$ cat src/rtl/proc_launch_pkg.sv
package proc_launch_pkg;

    localparam int DATA_W = 32;
    localparam int IDX_W  = 2;
    localparam int PNUM_W = 8;
    localparam int CODE_W = 4;

    localparam logic [IDX_W-1:0] IDX_HDR  = 2'd0;
    localparam logic [IDX_W-1:0] IDX_STAT = 2'd1;
    localparam logic [IDX_W-1:0] IDX_CTL  = 2'd2;
    localparam logic [IDX_W-1:0] IDX_LINK = 2'd3;

    localparam logic [7:0]        CAP_ID     = 8'h09;
    localparam logic [CODE_W-1:0] CODE_OK    = 4'd0;
    localparam logic [CODE_W-1:0] CODE_ABORT = 4'd3;
    localparam logic [CODE_W-1:0] CODE_UNSUP = 4'd4;

    typedef enum logic [1:0] {
        K_LAUNCH    = 2'd0,
        K_IMM_OK    = 2'd1,
        K_IMM_ABORT = 2'd2,
        K_IMM_UNSUP = 2'd3
    } kind_e;

    typedef struct packed {
        logic              busy;
        logic              done;
        logic [CODE_W-1:0] code;
        logic [PNUM_W-1:0] num;
        logic              zcal;
        logic              start;
        logic              abort;
    } ctl_state_t;

endpackage

$ cat src/rtl/proc_classify.sv
module proc_classify
    import proc_launch_pkg::*;
#(
    parameter int ABORT_PROC = 0,
    parameter int NOP_PROC   = 1,
    parameter int FIRST_HW   = 4,
    parameter int LAST_PROC  = 12,
    parameter int ZCAL_PROC  = 5
) (
    input  logic [PNUM_W-1:0] pnum,
    input  logic              zcal_seen,
    output kind_e             kind
);
    localparam logic [PNUM_W-1:0] P_ABORT = PNUM_W'(ABORT_PROC);
    localparam logic [PNUM_W-1:0] P_NOP   = PNUM_W'(NOP_PROC);
    localparam logic [PNUM_W-1:0] P_LO    = PNUM_W'(FIRST_HW);
    localparam logic [PNUM_W-1:0] P_HI    = PNUM_W'(LAST_PROC);
    localparam logic [PNUM_W-1:0] P_ZCAL  = PNUM_W'(ZCAL_PROC);

    logic in_hw_range;

    always_comb begin
        in_hw_range = (pnum >= P_LO) && (pnum <= P_HI);
        if (pnum == P_ABORT) begin
            kind = K_IMM_ABORT;
        end else if (pnum == P_NOP) begin
            kind = K_IMM_OK;
        end else if (pnum == P_ZCAL && zcal_seen) begin
            kind = K_IMM_OK;
        end else if (in_hw_range) begin
            kind = K_LAUNCH;
        end else begin
            kind = K_IMM_UNSUP;
        end
    end
endmodule

$ cat src/rtl/proc_word_mux.sv
module proc_word_mux
    import proc_launch_pkg::*;
#(
    parameter logic [7:0] NEXT_PTR = 8'h00,
    parameter logic [7:0] CAP_LEN  = 8'h10,
    parameter int         LINK_NUM = 4
) (
    input  logic [IDX_W-1:0]  idx,
    input  logic              busy,
    input  logic              done,
    input  logic [CODE_W-1:0] code,
    input  logic [PNUM_W-1:0] num,
    output logic [DATA_W-1:0] rdata
);
    localparam logic [DATA_W-1:0] HDR_WORD  = {8'h00, CAP_LEN, NEXT_PTR, CAP_ID};
    localparam logic [DATA_W-1:0] LINK_WORD = {{(DATA_W-8){1'b0}}, 8'(LINK_NUM)};

    always_comb begin
        unique case (idx)
            IDX_HDR:  rdata = HDR_WORD;
            IDX_STAT: rdata = {busy, done, {(DATA_W-2-CODE_W){1'b0}}, code};
            IDX_CTL:  rdata = {{(DATA_W-PNUM_W){1'b0}}, num};
            default:  rdata = LINK_WORD;
        endcase
    end
endmodule

$ cat src/rtl/proc_launch_ctrl.sv
module proc_launch_ctrl
    import proc_launch_pkg::*;
#(
    parameter logic [7:0] NEXT_PTR  = 8'h00,
    parameter logic [7:0] CAP_LEN   = 8'h10,
    parameter int         LINK_NUM  = 4,
    parameter int         FIRST_HW  = 4,
    parameter int         LAST_PROC = 12,
    parameter int         ZCAL_PROC = 5
) (
    input  logic              clk,
    input  logic              rst_n,
    input  logic [1:0]        reg_idx,
    input  logic              reg_wr,
    input  logic [31:0]       reg_wdata,
    output logic [31:0]       reg_rdata,
    output logic              be_start,
    output logic              be_abort,
    output logic [7:0]        be_proc,
    input  logic              be_done,
    input  logic [3:0]        be_code
);
    localparam logic [PNUM_W-1:0] P_ZCAL = PNUM_W'(ZCAL_PROC);

    ctl_state_t        st_d, st_q;
    kind_e             wr_kind;
    logic              ctl_wr;
    logic [PNUM_W-1:0] wr_num;
    logic              unused_wbits;

    assign ctl_wr       = reg_wr && (reg_idx == IDX_CTL);
    assign wr_num       = reg_wdata[PNUM_W-1:0];
    assign unused_wbits = ^reg_wdata[DATA_W-1:PNUM_W];

    proc_classify #(
        .FIRST_HW  (FIRST_HW),
        .LAST_PROC (LAST_PROC),
        .ZCAL_PROC (ZCAL_PROC)
    ) u_classify (
        .pnum      (wr_num),
        .zcal_seen (st_q.zcal),
        .kind      (wr_kind)
    );

    always_comb begin
        st_d       = st_q;
        st_d.start = 1'b0;
        st_d.abort = 1'b0;
        if (ctl_wr) begin
            if (st_q.busy) begin
                st_d.busy  = 1'b0;
                st_d.done  = 1'b1;
                st_d.code  = CODE_ABORT;
                st_d.abort = 1'b1;
            end else begin
                st_d.num = wr_num;
                unique case (wr_kind)
                    K_LAUNCH: begin
                        st_d.busy  = 1'b1;
                        st_d.done  = 1'b0;
                        st_d.code  = CODE_OK;
                        st_d.start = 1'b1;
                    end
                    K_IMM_OK: begin
                        st_d.done = 1'b1;
                        st_d.code = CODE_OK;
                    end
                    K_IMM_ABORT: begin
                        st_d.done = 1'b1;
                        st_d.code = CODE_ABORT;
                    end
                    default: begin
                        st_d.done = 1'b1;
                        st_d.code = CODE_UNSUP;
                    end
                endcase
            end
        end else if (st_q.busy && be_done) begin
            st_d.busy = 1'b0;
            st_d.done = 1'b1;
            st_d.code = be_code;
            if (st_q.num == P_ZCAL && be_code == CODE_OK) begin
                st_d.zcal = 1'b1;
            end
        end
    end

    always_ff @(posedge clk) begin
        if (!rst_n) begin
            st_q <= '0;
        end else begin
            st_q <= st_d;
        end
    end

    proc_word_mux #(
        .NEXT_PTR (NEXT_PTR),
        .CAP_LEN  (CAP_LEN),
        .LINK_NUM (LINK_NUM)
    ) u_mux (
        .idx   (reg_idx),
        .busy  (st_q.busy),
        .done  (st_q.done),
        .code  (st_q.code),
        .num   (st_q.num),
        .rdata (reg_rdata)
    );

    assign be_start = st_q.start;
    assign be_abort = st_q.abort;
    assign be_proc  = st_q.num;

    logic              mon_busy;
    logic              mon_done;
    logic              mon_zcal;
    logic [CODE_W-1:0] mon_code;
    logic [PNUM_W-1:0] mon_num;
    assign mon_busy = st_q.busy;
    assign mon_done = st_q.done;
    assign mon_zcal = st_q.zcal;
    assign mon_code = st_q.code;
    assign mon_num  = st_q.num;
endmodule

$ cat config.mk
export PLATFORM = sky130hd
export DESIGN_NAME = proc_launch_ctrl
export DESIGN_NICKNAME = d
export VERILOG_FILES = /design/src/rtl/proc_launch_pkg.sv /design/src/rtl/proc_classify.sv /design/src/rtl/proc_word_mux.sv /design/src/rtl/proc_launch_ctrl.sv
export SDC_FILE = /design/constraint.sdc
export NUM_CORES = 1
export LEC_CHECK = 0
export BUFFER_PORTS_ARGS = -buffer_cell sky130_fd_sc_hd__buf_4
export CAP_MARGIN = 25
export CELL_PAD_IN_SITES_DETAIL_PLACEMENT = 0
export CELL_PAD_IN_SITES_GLOBAL_PLACEMENT = 1
export CORE_ASPECT_RATIO = 1.75
export CORE_MARGIN = 3
export CORE_UTILIZATION = 26
export CTS_BUF_LIST = sky130_fd_sc_hd__clkbuf_8
export DETAILED_ROUTE_END_ITERATION = 8
export PLACE_DENSITY = 0.91
export SLEW_MARGIN = 20
export SYNTH_ARGS = -nofsm -noshare
export SYNTH_HDL_FRONTEND = slang
export SYNTH_SLANG_ARGS = --single-unit
$ cat constraint.sdc
create_clock -name clk -period 2 [get_ports clk]
set_clock_uncertainty 0.2 [all_clocks]
set_input_delay 0.2 -clock clk [delete_from_list [all_inputs] [get_ports clk]]
set_output_delay 0.2 -clock clk [all_outputs]
set_load 0.02 [all_outputs]
==> results.json, run 1 <==
{
  "ys_seq_area_share_pct": 33.29,
  "setup_slack_ps": 508.7,
  "status": "finished, final reports clean",
  "diodes": 0,
  "setup_violations": 0,
  "regArea_sq_um": 340.3,
  "synth_area_per_cell_sq_um": 8.113,
  "place_congestion": 0.8053,
  "antenna_found_initial": 0,
  "crit_required_ps": 1940,
  "cp-end-kind": "flip-flop",
  "drt_iter0_drc": 14,
  "hold_buffers": 0,
  "synth-edff-count": 0,
  "period_needed_ps": 1491,
  "area_delta_synth_final_pct": 27.54,
  "drv_cap": 0,
  "vias": 927,
  "max_freq_ghz": 0.6705,
  "dpl_cell_area_sq_mm": 0.001259,
  "synth_warnings": 0,
  "synth-main-ff-cell": "dfxtp_1",
  "crit_type": "in2reg",
  "leakage_nw": 0.6093,
  "io_pins": 84,
  "overflow": 0,
  "min_path_cells": 3,
  "synth_top_cell_area_share_pct": 33.29,
  "startpoint": "reg_wdata[4]",
  "ys_async_sr_fraction_pct": 0,
  "die_h_microns": 88.95,
  "slowest_stage": "or4_4",
  "die_x_microns": 53.40,
  "ant_nets": 0,
  "vias_per_cell": 4.435,
  "numCtsBuffers": 3,
  "synthTopCellsByArea": "dfxtp_1, buf_4, nand2_1, a21boi_0, and2_1",
  "post_cts.resized_instances": 0,
  "postLayoutCellArea_sq_mm": 0.001304,
  "grt_pass1_vias": 858,
  "grt_usage_pct": 10.76,
  "grt_pass1_wl_microns": 3739,
  "dieArea_sq_mm": 0.004750,
  "routedWlPerCell_microns": 11.89,
  "io_buffers": 38,
  "clk_path_buf_depth": 2,
  "insertion_delay_ps": 250,
  "r2r_cells": 3,
  "drc": 0,
  "peakVddDrop_mv": 0.2507,
  "fin_setup_tns_ps": 0,
  "cts-root-buf": "clkbuf_8",
  "clk_pin_slew_ps": 60,
  "layout.nets": 206,
  "path_cells": "buf_4 -> or4_4 -> nor2_1 -> o21ai_0 -> o211a_1",
  "synthTopCellsByCount": "nand2_1, buf_4, dfxtp_1",
  "nFillCells": 422,
  "htreeDepth": 1,
  "period_share_pct": 74.57,
  "slew_viol_final": 0,
  "cp_top_family": "simple AND/OR/NAND/NOR gates",
  "min_from": "reg_wdata[4]",
  "wirelength_microns": 2485,
  "row_count": 29,
  "drtPass1Iterations": 4,
  "multi_input_area_sq_um": 571.8,
  "post_cts_buffers": 0,
  "worstReg2RegStart": "mon_busy",
  "fp.coreArea_sq_mm": 0.003701,
  "drive_above_1_share_pct": 28.22,
  "cp.depth": 5,
  "total_power_mw": 0.7557,
  "cts.sinks": 17,
  "ys_ff_latch": 17,
  "crit_fanout": 3,
  "dp_slack_ps": 250.2,
  "power_density_mw_per_mm2": 579.6,
  "cp.arrival_ps": 1430,
  "start_util_pct": 27.62,
  "syn_area_sq_mm": 0.001022,
  "netlist_instances": 126,
  "whs_ps": 17.09,
  "synth_most_common_cell": "nand2_1",
  "synth_top_area_cell": "dfxtp_1",
  "dpl.hpwl_microns": 1968,
  "hold_path_class": "in2reg",
  "rsz0062_at_grt": "no",
  "hold_violations": 0,
  "tritoncts": "done",
  "cp-start-kind": "input port",
  "cpPeakStageDelay_ps": 560,
  "ys_types": 32,
  "grt_max_degree": 16,
  "crit_buf_inv": 1
}
cells by family after synthesis:
kind of cell	after synthesis	synth area share, %
XOR/XNOR	1	0.8569
buffers and inverters	26	18.11
multiplexers	3	2.938
other	1	0.3668
flip-flops	17	33.29
AND/OR/NAND/NOR	54	29.38
AO/OA/AOI/OAI	24	15.06
placed cells by master (no fill, tap or decap), types with 3 or more instances in the layout:
cell type	n
a21boi_0	8
a21oi_1	7
and2_1	6
buf_4	38
clkbuf_8	3
conb_1	21
dfxtp_1	17
mux2i_1	3
nand2_1	22
nor2_1	8
nor2b_1	4
o21ai_0	4
layer usage:
metal  GRT usage (%)  vias up  wire length [microns]
met5               0        -                      0
met2           17.99       55                   1214
met3           1.669        8                    216
met1           12.11      410                    965
met4           7.442        0                     89
li1                -      454                      -
flip-flops by register name (all words and copies together), names as in the netlist:
register,cells
mon_done,1
be_start,1
mon_code,4
be_abort,1
be_proc,8
mon_zcal,1
mon_busy,1
stage by stage:
stage	util (%)	std cells
final	35.23	209
after global routing	35.23	209
after global placement	34.01	205
after detailed placement	34.01	205
after CTS	35.23	209
after floorplan	-	146
tightest hold or removal path, cell delays in order:
cell and delay (ps):
buf_4 110, nand2_1 40, a21boi_0 60
area by class of cell:
class | count | area share, %
Tap cell | 46 | 4.415
Clock inverter | 1 | 0.2879
Clock buffer | 3 | 3.167
Multi-Input combinational cell | 103 | 43.86
Inverter | 1 | 0.2879
Timing Repair Buffer | 38 | 21.88
Sequential cell | 17 | 26.10
final timing paths:
kind / slack (ps) / end
worst max-delay path: 510 / mon_done
worst min-delay path: 20 / be_proc[4]
worst max register to register: 610 / mon_zcal
worst min register to register: 260 / mon_code[3]
power breakdown:
part	leakage, nW	internal, mW	switching (mW)
Combinational	0.444	0.0585	0.0983
Sequential	0.138	0.348	0.00769
Clock	0.0269	0.136	0.107
(Power assumes the default switching activity.)
==> run 2: changes to the inputs <==
--- a/config.mk
+++ b/config.mk
@@ -11,10 +11,10 @@
 export CELL_PAD_IN_SITES_GLOBAL_PLACEMENT = 1
 export CORE_ASPECT_RATIO = 1.75
 export CORE_MARGIN = 3
-export CORE_UTILIZATION = 26
+export CORE_UTILIZATION = 23
 export CTS_BUF_LIST = sky130_fd_sc_hd__clkbuf_8
 export DETAILED_ROUTE_END_ITERATION = 8
-export PLACE_DENSITY = 0.91
+export PLACE_DENSITY = 0.86
 export SLEW_MARGIN = 20
 export SYNTH_ARGS = -nofsm -noshare
 export SYNTH_HDL_FRONTEND = slang
==> constraint.sdc (replaced) <==
create_clock -name clk -period 1.3 [get_ports clk]
set_clock_uncertainty 0.2 [all_clocks]
set_input_delay 0.13 -clock clk [delete_from_list [all_inputs] [get_ports clk]]
set_output_delay 0.13 -clock clk [all_outputs]
set_load 0.02 [all_outputs]
==> run 2 against run 1 <==
Net effect: the flow now finishes with violations (negative setup slack); setup slack got worse by 540 ps; hold slack lost 3.7 ps; sequential power is 54% higher; via count up 11%; sequential share of layout area down 4.4 points; global-route usage increased by 0.24 points; first-iteration DRC count rose by 43%; clock power grew 67%; core utilization rose by 3.2 points; combinational power is 99% higher; count of clock-buffer cells in the layout unchanged; critical endpoint is now reg_rdata[0]; largest power group unchanged; highest routed layer unchanged.
==> results.json, run 2 (synthesized netlist as in run 1, its figures left out) <==
{
  "status": "finished with violations",
  "violations": "negative setup slack",
  "overflow": 0,
  "min_path_cells": 4,
  "cp.arrival_ps": 1000,
  "final_cell_mix": "buf_4, nand2_1, conb_1",
  "grt_max_degree": 16,
  "start_util_pct": 24.18,
  "grt_pass1_vias": 1036,
  "p_switching_mw": 0.3695,
  "tritoncts": "done",
  "min_from": "be_code[0]",
  "routedWlPerCell_microns": 11.78,
  "cts-root-buf": "clkbuf_8",
  "layout.nets": 233,
  "r2r_slack_ps": 60,
  "drv_cap": 0,
  "pwr-share-seq_pct": 43.2,
  "cp-start-kind": "flip-flop",
  "grt_pass1_wl_microns": 4609,
  "period_share_pct": 102.2,
  "peakVddDrop_mv": 0.3816,
  "hold_violations": 0,
  "fp.coreArea_sq_mm": 0.004228,
  "vias_per_cell": 4.289,
  "antenna_found_initial": 0,
  "fin_util_pct": 38.41,
  "postLayoutCellArea_sq_mm": 0.001624,
  "cp-end-kind": "output pin",
  "grt_usage_pct": 11.01,
  "r2r_end": "be_proc[0]",
  "leakage_nw": 0.7468,
  "vias": 1025,
  "whs_endpoint": "mon_zcal",
  "worstReg2RegStart": "mon_busy",
  "htreeDepth": 1,
  "total_power_mw": 1.265,
  "setup_slack_ps": -28.73,
  "dpl.hpwl_microns": 2260,
  "crit_type": "reg2out",
  "drc": 0,
  "area_delta_synth_final_pct": 58.87,
  "crit_fanout": 2,
  "drive_above_1_share_pct": 37.37,
  "wirelength_microns": 2816,
  "die_x_microns": 56.40,
  "path_cells": "buf_6 -> nand2b_1 -> a21oi_1 -> buf_4",
  "power_density_mw_per_mm2": 778.9,
  "hold_path_class": "in2reg",
  "fin_setup_tns_ps": -28.73,
  "slew_viol_final": 0,
  "row_count": 31,
  "io_pins": 84,
  "comb_power_share_pct": 24.7,
  "drtPass1Iterations": 4,
  "max_freq_ghz": 0.7526,
  "dieArea_sq_mm": 0.005312,
  "numCtsBuffers": 3,
  "rsz0062_at_grt": "yes",
  "clk_path_buf_depth": 2,
  "cts.sinks": 17,
  "setup_violations": 1,
  "clk_pin_slew_ps": 70,
  "die_h_microns": 94.19,
  "ant_nets": 0,
  "io_buffers": 38,
  "largest_reg_flops": 8,
  "slowest_stage": "dfxtp_2",
  "netSwitchingFraction_pct": 29.21,
  "power_frac_clock_pct": 32.1,
  "drt_iter0_drc": 20,
  "layout_commonest_cell": "buf_4",
  "crit_required_ps": 970,
  "dpl_cell_area_sq_mm": 0.001348,
  "insertion_delay_ps": 260,
  "diodes": 0,
  "r2r_cells": 5,
  "dp_slack_ps": -230.2,
  "cpPeakStageDelay_ps": 340,
  "place_congestion": 0.8437,
  "period_needed_ps": 1329,
  "intPower_mw": 0.8956
}
[run 2: changes by cell type in the layout (fill, tap and decap cells not counted), sizes merged]
cell,change
dlygate4sd3,+16
buf,+11
clkinvlp,+1
inv,-1
[run 2: area by class of cell]
class / count / area, sq um
inverters: 1 / 3.754
clock buffers: 3 / 41.29
fillers: 449 / 2604
multi-input cells: 103 / 603.1
clock inverters: 1 / 7.507
well taps: 49 / 61.31
repair buffers: 65 / 554.3
flip-flops and latches: 17 / 352.8
[run 2: per-stage QoR]
stage                     hold WS [ps]  instances
after floorplan                  74.87        146
after global placement           209.9        219
after detailed placement         212.7        219
after CTS                        12.40        236
after global routing             17.84        239
final                            13.41        239
[run 2: timing repair]
| item | CTS | global route |
|---|---|---|
| buffers inserted | 0 | 2 |
| pin swaps | 4 | 2 |
| endpoints found under the setup margin | 9 | 19 |
| gates resized for setup | 9 | 22 |
| endpoints found under the hold margin | 12 | 1 |
| cloned | 0 | 0 |
| hold buffers | 15 | 1 |
[run 2: power by group through the flow]
stage,logic [mW],clock network [mW],registers [mW]
2_1_floorplan,0.185,0,0.566
3_3_place_gp,0.261,0,0.557
3_5_place_dp,0.263,0,0.557
4_1_cts,0.296,0.406,0.548
5_1_grt,0.336,0.435,0.549
6_report,0.312,0.406,0.547
[run 2: worst max path at each step]
stage,start,to,slack [ps],depth (start not counted)
CTS,be_proc[0],reg_rdata[0],-40,4
global placement,reg_wdata[4],mon_done,-220,5
global route,be_proc[0],reg_rdata[0],-50,4
detailed placement,reg_wdata[4],mon_done,-230,5
finish,be_proc[0],reg_rdata[0],-30,4
floorplan,reg_wdata[4],mon_done,-40,4
[run 2: worst max-delay path: cells and delay by family (launching register included)]
| kind | cells | cell delay, ps |
|---|---|---|
| AOI/OAI and AO/OA | 1 | 120 |
| buffers and inverters | 2 | 240 |
| DFF | 1 | 340 |
| and+or+nand+nor | 1 | 50 |
[run 2: layer usage]
metal / wire length (microns) / vias up / global-route usage (%)
met5: 0 / - / 0
li1: - / 510 / -
met2: 1554 / 48 / 21.19
met4: 92 / 0 / 6.535
met3: 220 / 9 / 2.476
met1: 949 / 458 / 10.21
==> run 3: changes to the inputs <==
--- a/config.mk
+++ b/config.mk
@@ -14,6 +14,7 @@
 export CORE_UTILIZATION = 23
 export CTS_BUF_LIST = sky130_fd_sc_hd__clkbuf_8
 export DETAILED_ROUTE_END_ITERATION = 8
+export HOLD_SLACK_MARGIN = 0.02
 export PLACE_DENSITY = 0.86
 export SLEW_MARGIN = 20
 export SYNTH_ARGS = -nofsm -noshare
==> run 3 against run 2 <==
Net effect: the run still ends with negative setup slack left; setup slack improved by 2.9 ps; non-clock buffer count down 1; die area stayed put; cell count decreased by 0.42%; final area decreased by 0.62%; register-to-register slack about the same; core utilization shrank 0.24 points; sequential share of layout area rose by 0.13 points; via count shrank 0.98%; power is 0.34% lower; hold slack is essentially flat; sequential cell count did not move; critical path type unchanged; largest cell class unchanged; largest power group unchanged; highest routed layer unchanged.
==> results.json, run 3 (synthesized netlist as in run 1, its figures left out) <==
{
  "status": "finished with violations",
  "violations": "negative setup slack",
  "dieArea_sq_mm": 0.005312,
  "cts-root-buf": "clkbuf_8",
  "crit_type": "reg2out",
  "regArea_sq_um": 352.8,
  "fin_setup_tns_ps": -25.88,
  "io_pins": 84,
  "wirelength_microns": 2791,
  "htreeDepth": 1,
  "largest_reg_flops": 8,
  "io_buffers": 38,
  "place_congestion": 0.8437,
  "tritoncts": "done",
  "die_x_microns": 56.40,
  "crit_fanout": 2,
  "slowest_stage": "dfxtp_2",
  "layout.nets": 232,
  "cp-end-kind": "output pin",
  "area_delta_synth_final_pct": 57.89,
  "row_count": 31,
  "grt_pass1_vias": 1030,
  "rsz0062_at_grt": "yes",
  "clk_pin_slew_ps": 70,
  "slew_viol_final": 0,
  "clk_path_buf_depth": 2,
  "setup_violations": 1,
  "crit_required_ps": 970,
  "cp-start-kind": "flip-flop",
  "total_power_mw": 1.261,
  "fin_util_pct": 38.18,
  "period_needed_ps": 1326,
  "antenna_found_initial": 0,
  "hold_buffers": 15,
  "routedWlPerCell_microns": 11.73,
  "nFillCells": 451,
  "cts.sinks": 17,
  "leakage_nw": 0.7426,
  "route.met2.wl_microns": 1527,
  "crit_buf_inv": 2,
  "dpl.hpwl_microns": 2260,
  "setup_slack_ps": -25.88,
  "fp.coreArea_sq_mm": 0.004228,
  "vias": 1015,
  "cpPeakStageDelay_ps": 340,
  "drc": 0,
  "start_util_pct": 24.18,
  "die_h_microns": 94.19,
  "drtPass1Iterations": 4,
  "ant_nets": 0,
  "diodes": 0,
  "routed.top_layer": "met4",
  "power_density_mw_per_mm2": 781.1,
  "peakVddDrop_mv": 0.3811,
  "final_cell_mix": "buf_4, nand2_1, conb_1",
  "layout_commonest_cell": "buf_4",
  "multi_input_area_sq_um": 603.1,
  "cp.arrival_ps": 1000,
  "wl_met1_microns": 945,
  "overflow": 0,
  "grt_usage_pct": 10.92,
  "path_cells": "buf_6 -> nand2b_1 -> a21oi_1 -> buf_4",
  "grt_max_degree": 16,
  "cp_top_family": "flip-flops",
  "drive_above_1_share_pct": 37.57,
  "grt_pass1_wl_microns": 4574,
  "vias_per_cell": 4.265,
  "insertion_delay_ps": 260,
  "drt_iter0_drc": 22,
  "hold_violations": 0,
  "route.met3.wl_microns": 217,
  "drv_cap": 0,
  "period_share_pct": 102.0,
  "max_freq_ghz": 0.7542,
  "numCtsBuffers": 3,
  "hold_path_class": "in2reg"
}
-- run 3: cell types whose count changed in the layout (fill, tap and decap cells not counted) --
cell           previous run  this run
dlygate4sd3_1            16        15
-- run 3: worst min-delay path, stage by stage --
cell      delay, ps
buf_4            80
nor4b_1          50
nand4b_1         90
o21ai_1          70
-- run 3: layout make-up --
class | count | area share [%]
Multi-Input combinational cell | 103 | 37.36
Timing Repair Buffer | 64 | 33.72
Sequential cell | 17 | 21.86
Tap cell | 49 | 3.798
Clock buffer | 3 | 2.558
Clock inverter | 1 | 0.4651
Inverter | 1 | 0.2326
-- run 3: path summary, 6_finish.rpt --
check,from,to,slack [ps],depth (start not counted)
max,be_proc[0],reg_rdata[0],-30,4
min,be_code[0],mon_zcal,10,4
min reg2reg,mon_busy,be_abort,260,2
max reg2reg,mon_busy,be_proc[0],60,5
-- run 3: timing repair --
| action | in CTS | in global routing |
|---|---|---|
| endpoints found under the hold margin | 16 | 1 |
| endpoints found under the setup margin | 9 | 19 |
| setup buffers | 0 | 2 |
| pin swaps | 4 | 2 |
| cloned | 0 | 0 |
| gates resized for setup | 9 | 22 |
-- run 3: power breakdown --
group	switching [mW]	total [mW]	internal (mW)
Combinational	0.167	0.310	0.143
Sequential	0.0115	0.547	0.535
Clock	0.189	0.404	0.216
Total	0.367	1.26	0.894
-- run 3: routing by layer --
| metal | vias up | GRT usage [%] |
|---|---|---|
| li1 | 507 | - |
| met1 | 451 | 9.959 |
| met2 | 48 | 21.19 |
| met3 | 9 | 2.338 |
| met4 | 0 | 6.733 |
| met5 | - | 0 |
-- run 3: per-stage QoR --
stage                     setup WS, ps  hold WS, ps  cells  cell area (sq um)
after CTS                       -41.04        30.42    236               1553
after floorplan                 -42.52        74.87    146               1100
after global routing            -53.99        17.84    238               1614
after detailed placement        -230.2        212.7    219               1348
final                           -25.88        13.82    238               1614
after global placement          -220.3        209.9    219               1348
